## config.mk

```make
export PLATFORM = sky130hd
export DESIGN_NAME = wdt_window_guard
export DESIGN_NICKNAME = d
export VERILOG_FILES = /design/src/rtl/wdt_pkg.sv /design/src/rtl/wdt_tick_gen.sv /design/src/rtl/wdt_lockout.sv /design/src/rtl/wdt_down_counter.sv /design/src/rtl/wdt_window_guard.sv
export SDC_FILE = /design/constraint.sdc
export NUM_CORES = 1
export LEC_CHECK = 0
export CAP_MARGIN = 20
export CORE_MARGIN = 2
export CORE_UTILIZATION = 49
export CTS_CLUSTER_DIAMETER = 40
export DETAILED_ROUTE_END_ITERATION = 7
export DONT_BUFFER_PORTS = 1
export PLACE_DENSITY = 0.64
export SKIP_CTS_REPAIR_TIMING = 1
export SLEW_MARGIN = 0
export SYNTH_ARGS = -nofsm -noshare
export SYNTH_HDL_FRONTEND = slang
export SYNTH_SLANG_ARGS = --single-unit
```

## constraint.sdc

```tcl
create_clock -name clk -period 6.88 [get_ports clk]
set_input_delay 2.064 -clock clk [delete_from_list [all_inputs] [get_ports clk]]
set_output_delay 2.064 -clock clk [all_outputs]
set_load 0.01 [all_outputs]
```

## src/rtl/wdt_pkg.sv

```systemverilog
// Shared constants for the windowed watchdog: register addresses,
// field positions inside the mode, control and status words, and the
// type holding the single-bit mode options.
package wdt_pkg;

    localparam int DATA_W = 32;
    localparam int ADDR_W = 2;

    // register addresses
    localparam logic [ADDR_W-1:0] A_CTRL = 2'd0;
    localparam logic [ADDR_W-1:0] A_MODE = 2'd1;
    localparam logic [ADDR_W-1:0] A_STAT = 2'd2;
    localparam logic [ADDR_W-1:0] A_CNT  = 2'd3;

    // control word fields
    localparam int CB_RESTART = 0;
    localparam int CB_KEY_LO  = 24;

    // mode word fields
    localparam int MB_FLT_EN  = 12;
    localparam int MB_RST_EN  = 13;
    localparam int MB_IDLE    = 14;
    localparam int MB_DBG     = 15;
    localparam int MB_WIN_LO  = 16;
    localparam int MB_DIS     = 31;

    // status word fields
    localparam int SB_UF  = 0;
    localparam int SB_WE  = 1;
    localparam int SB_BLK = 2;

    typedef struct packed {
        logic dis;
        logic dbg_halt;
        logic idle_halt;
        logic rst_en;
        logic flt_en;
    } mode_flags_t;

endpackage

```

## src/rtl/wdt_tick_gen.sv

```systemverilog
// Prescaler: counts slow-clock enable pulses and produces a one-cycle
// tick on every DIV-th pulse. Assumes DIV >= 2. Free running; it is not
// reset by restarts.
module wdt_tick_gen #(
    parameter int DIV = 128
) (
    input  logic clk,
    input  logic rst_n,
    input  logic slow_en,
    output logic tick
);
    localparam int PW = $clog2(DIV);
    localparam logic [PW-1:0] LAST = PW'(DIV - 1);

    logic [PW-1:0] pcnt;

    assign tick = slow_en && (pcnt == LAST);

    // advance the prescale count on each slow pulse, wrapping at DIV
    always_ff @(posedge clk) begin
        if (!rst_n)
            pcnt <= '0;
        else if (slow_en)
            pcnt <= (pcnt == LAST) ? '0 : pcnt + 1'b1;
    end
endmodule

```

## src/rtl/wdt_lockout.sv

```systemverilog
// Post-restart lockout: arm loads SLOW, and each slow pulse decrements
// the count until it reaches zero. busy is high while the count is
// non-zero. Assumes SLOW >= 1.
module wdt_lockout #(
    parameter int SLOW = 3
) (
    input  logic clk,
    input  logic rst_n,
    input  logic slow_en,
    input  logic arm,
    output logic busy
);
    localparam int LW = $clog2(SLOW + 1);
    localparam logic [LW-1:0] LOAD = LW'(SLOW);

    logic [LW-1:0] lcnt;

    assign busy = (lcnt != '0);

    // reload on arm, otherwise count slow pulses down to zero
    always_ff @(posedge clk) begin
        if (!rst_n)
            lcnt <= '0;
        else if (arm)
            lcnt <= LOAD;
        else if (slow_en && busy)
            lcnt <= lcnt - 1'b1;
    end
endmodule

```

## src/rtl/wdt_down_counter.sv

```systemverilog
// Timeout counter: load has priority over step. A step at zero wraps
// to wrap_val and flags wrap for that cycle.
module wdt_down_counter #(
    parameter int W = 12,
    parameter logic [W-1:0] RST_VAL = '1
) (
    input  logic         clk,
    input  logic         rst_n,
    input  logic         load,
    input  logic [W-1:0] load_val,
    input  logic         step,
    input  logic [W-1:0] wrap_val,
    output logic [W-1:0] cnt,
    output logic         wrap
);
    assign wrap = step && !load && (cnt == '0);

    // load, decrement or wrap the count
    always_ff @(posedge clk) begin
        if (!rst_n)
            cnt <= RST_VAL;
        else if (load)
            cnt <= load_val;
        else if (step)
            cnt <= (cnt == '0) ? wrap_val : cnt - 1'b1;
    end
endmodule

```

## src/rtl/wdt_window_guard.sv

```systemverilog
// Key-protected windowed watchdog, top level.
// Register port: single cycle. Writes act on the clock edge where
// wr_en is high. Reads return data one cycle after rd_en.
// Assumes CNT_W <= 12 so that reload and window fit their mode fields.
// slow_en must be a one-cycle pulse per slow-clock edge.
module wdt_window_guard
    import wdt_pkg::*;
#(
    parameter int          CNT_W     = 12,
    parameter int          PRESC_DIV = 128,
    parameter int          LOCK_SLOW = 3,
    parameter logic [7:0]  KEY       = 8'h5A
) (
    input  logic              clk,
    input  logic              rst_n,
    input  logic              slow_en,
    input  logic              idle_i,
    input  logic              dbg_i,
    input  logic              wr_en,
    input  logic [ADDR_W-1:0] addr,
    input  logic [DATA_W-1:0] wr_data,
    input  logic              rd_en,
    output logic [DATA_W-1:0] rd_data,
    output logic              fault_irq,
    output logic              rst_req
);
    localparam logic [CNT_W-1:0] MAX_VAL = '1;
    localparam mode_flags_t FLAGS_RST = '{dis: 1'b0, dbg_halt: 1'b0,
                                          idle_halt: 1'b0, rst_en: 1'b1,
                                          flt_en: 1'b0};

    logic [CNT_W-1:0]  reload_q, window_q, reload_nx, window_nx, cnt_q;
    mode_flags_t       flags_q;
    logic              uf_q, we_q, blk_q;
    logic [DATA_W-1:0] rd_q, rd_word;
    logic              tick, lock_busy, wrap;
    logic              wr_ctrl, wr_mode, key_ok, restart_ok, mode_ok;
    logic              blocked_wr, win_viol, freeze_fields, load_evt;
    logic              halted, step, stat_rd;

    // write decode and acceptance
    assign wr_ctrl    = wr_en && (addr == A_CTRL);
    assign wr_mode    = wr_en && (addr == A_MODE);
    assign blocked_wr = (wr_ctrl || wr_mode) && lock_busy;
    assign key_ok     = (wr_data[CB_KEY_LO +: 8] == KEY) && wr_data[CB_RESTART];
    assign restart_ok = wr_ctrl && !lock_busy && key_ok;
    assign mode_ok    = wr_mode && !lock_busy;
    assign load_evt   = restart_ok || mode_ok;
    assign win_viol   = restart_ok && !flags_q.dis && (cnt_q > window_q);

    // reload and window stay put while disabled or when being disabled
    assign freeze_fields = flags_q.dis || wr_data[MB_DIS];
    assign reload_nx = (mode_ok && !freeze_fields) ? wr_data[CNT_W-1:0] : reload_q;
    assign window_nx = (mode_ok && !freeze_fields) ? wr_data[MB_WIN_LO +: CNT_W] : window_q;

    // counting enable
    assign halted  = (flags_q.idle_halt && idle_i) || (flags_q.dbg_halt && dbg_i);
    assign step    = tick && !flags_q.dis && !halted;
    assign stat_rd = rd_en && (addr == A_STAT);

    wdt_tick_gen #(.DIV(PRESC_DIV)) u_tick (
        .clk(clk), .rst_n(rst_n), .slow_en(slow_en), .tick(tick)
    );

    wdt_lockout #(.SLOW(LOCK_SLOW)) u_lock (
        .clk(clk), .rst_n(rst_n), .slow_en(slow_en), .arm(load_evt),
        .busy(lock_busy)
    );

    wdt_down_counter #(.W(CNT_W), .RST_VAL(MAX_VAL)) u_cnt (
        .clk(clk), .rst_n(rst_n), .load(load_evt), .load_val(reload_nx),
        .step(step), .wrap_val(reload_q), .cnt(cnt_q), .wrap(wrap)
    );

    // mode register update on accepted writes
    always_ff @(posedge clk) begin
        if (!rst_n) begin
            reload_q <= MAX_VAL;
            window_q <= MAX_VAL;
            flags_q  <= FLAGS_RST;
        end else if (mode_ok) begin
            reload_q          <= reload_nx;
            window_q          <= window_nx;
            flags_q.dis       <= wr_data[MB_DIS];
            flags_q.dbg_halt  <= wr_data[MB_DBG];
            flags_q.idle_halt <= wr_data[MB_IDLE];
            flags_q.rst_en    <= wr_data[MB_RST_EN];
            flags_q.flt_en    <= wr_data[MB_FLT_EN];
        end
    end

    // status flags: set by events, cleared by a status read, set wins
    always_ff @(posedge clk) begin
        if (!rst_n) begin
            uf_q  <= 1'b0;
            we_q  <= 1'b0;
            blk_q <= 1'b0;
        end else begin
            uf_q  <= (uf_q  && !stat_rd) || wrap;
            we_q  <= (we_q  && !stat_rd) || win_viol;
            blk_q <= (blk_q && !stat_rd) || blocked_wr;
        end
    end

    // read word selection
    always_comb begin
        rd_word = '0;
        case (addr)
            A_MODE: begin
                rd_word[CNT_W-1:0]          = reload_q;
                rd_word[MB_FLT_EN]          = flags_q.flt_en;
                rd_word[MB_RST_EN]          = flags_q.rst_en;
                rd_word[MB_IDLE]            = flags_q.idle_halt;
                rd_word[MB_DBG]             = flags_q.dbg_halt;
                rd_word[MB_WIN_LO +: CNT_W] = window_q;
                rd_word[MB_DIS]             = flags_q.dis;
            end
            A_STAT: begin
                rd_word[SB_UF]  = uf_q;
                rd_word[SB_WE]  = we_q;
                rd_word[SB_BLK] = blk_q;
            end
            A_CNT:   rd_word[CNT_W-1:0] = cnt_q;
            default: rd_word = '0;
        endcase
    end

    // registered read port
    always_ff @(posedge clk) begin
        if (!rst_n)
            rd_q <= '0;
        else
            rd_q <= rd_en ? rd_word : '0;
    end

    assign rd_data   = rd_q;
    assign fault_irq = flags_q.flt_en && (uf_q || we_q);
    assign rst_req   = flags_q.rst_en && (uf_q || we_q);

endmodule

```

==> results of run 1 <==
## power groups by stage
stage	combinational, mW	sequential [mW]	clock, mW
after floorplan	0.102	0.526	0
after global placement	0.106	0.537	0
after detailed placement	0.109	0.538	0
after CTS	0.110	0.527	0.400
after global routing	0.127	0.531	0.418
final	0.110	0.527	0.393
## cell families after synthesis
family	synth area share
AOI/OAI and AO/OA	0.175
xor gates and xnor gates	0.0187
buffers and inverters	0.0580
other	0.000999
muxes	0.0596
adders and majority gates	0.0533
and+or+nand+nor	0.197
DFF	0.437
## layer usage
| metal | up-vias | GRT usage |
|---|---|---|
| li1 | 1423 | - |
| met1 | 1324 | 0.294 |
| met2 | 83 | 0.328 |
| met3 | 13 | 0.0539 |
| met4 | 0 | 0.0833 |
| met5 | - | 0 |
## through the flow
stage | total power [mW] | setup slack [ns] | hold slack [ns] | utilization
after global routing | 1.08 | 2.80 | 0.503 | 0.543
after floorplan | 0.628 | 2.97 | 0.452 | -
final | 1.03 | 2.96 | 0.486 | 0.543
after detailed placement | 0.647 | 2.59 | 0.469 | 0.513
after CTS | 1.04 | 2.95 | 0.486 | 0.543
after global placement | 0.644 | 2.65 | 0.469 | 0.513
## worst reg2reg max path, stage by stage, from the launching register on
cell	delay [ns]
dfxtp_1	0.33
inv_1	0.06
ha_1	0.22
nand4b_1	0.56
nor3_4	0.61
buf_4	0.41
mux2i_1	0.29
o221ai_1	0.14
## sequential cells by signal (all words and copies together) (netlist names)
signal / count
flags_q: 5
rd_data: 29
u_cnt.cnt: 12
blk_q: 1
reload_q: 12
u_lock.lcnt: 2
u_tick.pcnt: 7
we_q: 1
window_q: 12
uf_q: 1
## final timing paths
kind | startpoint | endpoint | slack [ns] | cells past startpoint
hold reg to reg | window_q[10] | rd_data[26] | 0.49 | 2
hold / removal | window_q[10] | rd_data[26] | 0.49 | 2
setup / recovery | addr[1] | u_cnt.cnt[3] | 2.96 | 5
setup reg to reg | u_lock.lcnt[0] | u_cnt.cnt[3] | 4.11 | 7
## cell usage in the layout (no fill, tap or decap), types with 3 or more instances in the layout
cell        n
a2bb2oi_1   4
a21oi_1     8
o211ai_1   16
clkbuf_8   10
nand4_1     9
nor3_1     19
o221ai_1    3
a31oi_1     5
dfxtp_1    82
nand3b_1    3
a22oi_1     4
ha_1       16
mux2i_1    19
nor2b_1    11
xnor2_1     6
conb_1      3
o21a_1      7
o21ai_0    11
nor2_1     13
a22o_1      9
o31ai_1     3
mux2_2      3
and2_1     10
nand3_1     7
nand2_1    44
inv_1      18
## layout make-up
class / instances / area [µm²]
Clock buffer: 10 / 138
Clock inverter: 6 / 88.8
Fill cell: 683 / 3350
Inverter: 18 / 67.6
Multi-Input combinational cell: 276 / 1910
Sequential cell: 82 / 1640
Tap cell: 99 / 124
Timing Repair Buffer: 2 / 15.0
==> metrics.txt, run 1 <==
leakage about 1.6 nW; sw frac 0.258; clk sinks 82; Die Area around 8400 µm²; PD cells 259 nW/µm²; largest net degree at the start of global routing 55; kind of critical path primary input to register; Clk network pwr share 0.381; Iteration-0 DRC Markers 164; RSZ-0062 raised after global routing no; Total GRT Usage 0.216; sw power 0.265 mW; sequence of cells on the critical path nand4b_1 -> nor3_4 -> buf_4 -> mux2i_1 -> o221ai_1; Die Wd 91.5 µm; post-route insts no fill 493; Yosys cell types 58; Clk Latency, worst-skew pair 0.36 ns; Post-synth top cells dfxtp_1, nand2_1, clkbuf_1; fin. max-slew vios 0; Hold Vio Cnt, Final 0; peak supply drop 118 µV; slowest cell delay on critical path 0.61 ns; most common cell in the netlist dfxtp_1; Yosys top cell by area dfxtp_1; CTS Buffer Depth 2; Final nets 446; logic gate share of total power 0.107; Synth area leaders dfxtp_1, ha_1, mux2i_1; IO Pins 75; CP delay by family, top simple AND/OR/NAND/NOR gates; Hold Crit Class register to register; antenna violations before repair 0; Pre-Repair DR Iteration Count 4; CP Max Fanout 29; vias in the first global route 2,749; Inst Count DP 477; routed wire length 8.68 mm; met2 routed WL 3.95 mm; port buffer count 0; sequential fraction of the synthesis area 0.437; initial core utilization 0.512; met1 WL 4.00 mm; Core Rows 31; H-tree depth 3; GP Congestion a little under 0.9; global route overflow 0; synthesis-stage register bit count 82; metal3 WL roughly 570 µm; Mean Syn Cell Area 9.29 µm²; number of flops mapped to enable cells by yosys 0; P_int 0.765 mW; post-route cell area 3980 µm²; setup_tns 0 ns; CP endpoint kind register; Flop pwr share 0.512; post-route ant nets 0; worst-case headroom to the max-slew limit 0.390; fin crit period 3.92 ns; worst-margin pin slew 0.915 ns; Worst-path clk slew 0.08 ns; CP Data Arrival Time between 4 and 5 ns; global-route wire length before repair 14.3 mm; slowest library cell on the worst path nor3_4; Post-synth ARST share 0; final period utilization 0.569; Synth warnings 0; Antenna Cells 0; DR top layer met4; top cell type's share of synthesized area 0.437; Top FF cell, synth dfxtp_1; via/cell ratio 5.77; Worst setup SP type primary input; DP Area 3760 µm²; Chip Height just over 90 µm; status finished clean; CTS tree built; FMAX 255 MHz; area delta synth->final 6.10%; CP required 7.07 ns; Max-Cap Viols 0; via count 2,843; clock root cell clkbuf_8; DP Wirelength between 6 and 7 mm; Routed WL per cell 17.6 µm; Final setup viols 0; Post-Syn Instances 404; synthesized cell area 3750 µm²; clock skew 0.00952 ns; layout cell share with drive strength beyond 1 0.0787; core area 7330 µm²; Buf/Inv on CP 1; CTS Buf Count 9; DRC 0
(Power assumes the default switching activity.)
==> run 2, diff against run 1 <==
==> constraint.sdc (replaced) <==
create_clock -name clk -period 3.8 [get_ports clk]
set_input_delay 1.14 -clock clk [delete_from_list [all_inputs] [get_ports clk]]
set_output_delay 1.14 -clock clk [all_outputs]
set_load 0.01 [all_outputs]
==> metrics.txt, run 2 (synthesis gave the netlist of run 1 again) <==
status finished clean; via/cell ratio 5.82; peak supply drop about 180 µV; GR met2 Demand/Resource 0.327; GR peak layer met2; slowest cell delay on critical path 0.56 ns; clock root cell clkbuf_8; Worst R2R End u_cnt.cnt[5]; Antenna Cells 0; most frequent cells in the layout dfxtp_1, nand2_1, nor3_1, mux2i_1, inv_1; PD cells approximately 440 nW/µm²; CP endpoint kind register; sequence of cells on the critical path or4b_1 -> or4_1 -> and2_1 -> o2111ai_1 -> o2111ai_1; Clk Latency, worst-skew pair 0.35 ns; core area 7330 µm²; post-route ant nets 0; met3 usage 0.0531; global-route wire length before repair 14.0 mm; worst-margin pin slew 0.852 ns; Worst Hold End rd_data[18]; setup_tns 0 ns; fin. max-slew vios 0; final period utilization 0.763; RSZ-0062 raised after global routing no; Worst-path clk slew 0.09 ns; largest net degree at the start of global routing 55; CP Data Arrival Time around 3.1 ns; Worst R2R Path Depth 7; kind of critical path primary input to register; Core Rows 31; Max-Cap Viols 0; Die Area 8380 µm²; DP Wirelength 6.16 mm; Final setup viols 0; initial core utilization 0.512; Total GRT Usage 0.212; via count a little under 3,000; GP Congestion 0.894; Hold Crit Class register to register; commonest non-fill, non-tap cell in the layout dfxtp_1; Chip Height about 90 µm; CP Max Fanout 25; Die Wd 91.5 µm; IO Pins 75; Buf/Inv on CP 0; CTS Buf Count 9; vias in the first global route 2,670; Iteration-0 DRC Markers 156; clk sinks 82; flop2flop setup slack 1.35 ns; clock skew 0.0105 ns; DRC 0; setup ws final 0.900 ns; Hold Path Cell Cnt 2; reg-to-reg startpoint u_lock.lcnt[0]; global route overflow 0; crit-path most repeated cell o2111ai_1; antenna violations before repair 0; max reg flops 29; area delta synth->final 5.40%; dpl ws 0.565 ns; Hold Vio Cnt, Final 0; Final nets 449; CTS Buffer Depth 2; worst-case headroom to the max-slew limit 0.424; CTS tree built; GR met1 Demand/Resource 0.294; port buffer count 0; H-tree depth 3; Routed WL per cell between 15 and 20 µm; Pre-Repair DR Iteration Count 4; fin crit period 2.90 ns; layout cell share with drive strength beyond 1 0.0856; Worst setup SP type primary input; FMAX ~340 MHz; routed wire length between 8 and 9 mm; hold_sp window_q[2]; CP required 4.00 ns; leakage 1.58 nW; slowest library cell on the worst path or4b_1; CP delay by family, top simple AND/OR/NAND/NOR gates
-- run 2: power by group --
group / switching [mW] / internal (mW)
Clock: 0.322 / 0.255
Sequential: 0.0517 / 0.903
Combinational: 0.106 / 0.0939
Total: 0.479 / 1.25
-- run 2: worst max-delay path by stage --
stage	from	to	slack [ns]	cells after the start
final	wr_data[24]	u_cnt.cnt[1]	0.90	5
after global routing	wr_data[24]	u_cnt.cnt[8]	0.75	5
after CTS	wr_data[24]	u_cnt.cnt[1]	0.92	5
after detailed placement	wr_data[24]	u_cnt.cnt[1]	0.56	5
after global placement	wr_data[24]	u_cnt.cnt[1]	0.62	5
after floorplan	wr_data[24]	u_cnt.cnt[1]	0.81	8
-- run 2: layout make-up --
type                       count  area, µm²
fill                         675       3370
inverter                      18       67.6
clock buffer                  10        138
tap                           99        124
clock inverter                 6       40.0
sequential                    82       1640
timing repair buffer           5       37.5
multi-input combinational    276       1910
-- run 2: metal layers --
layer / wire (µm) / vias up / part of all wire
li1: - / 1427 / -
met1: 4190 / 1378 / 0.48
met2: 3940 / 75 / 0.45
met3: 492 / 8 / 0.056
met4: 93 / 0 / 0.011
met5: 0 / - / 0
-- run 2: worst reg2reg max path, cell delays in order, from the launching register on --
cell,delay (ns)
dfxtp_1,0.33
inv_1,0.06
ha_1,0.21
nand4b_1,0.44
nor3_4,0.45
buf_4,0.37
mux2i_1,0.30
o221ai_1,0.15
-- run 2: through the flow --
step / instances / utilization / area (µm²) / hold WS [ns] / power, mW
2_1_floorplan: 406 / - / 3760 / 0.452 / 1.14
3_3_place_gp: 480 / 0.516 / 3780 / 0.466 / 1.17
3_5_place_dp: 480 / 0.516 / 3780 / 0.481 / 1.17
4_1_cts: 496 / 0.540 / 3960 / 0.490 / 1.74
5_1_grt: 496 / 0.540 / 3960 / 0.500 / 1.80
6_report: 496 / 0.540 / 3960 / 0.488 / 1.73
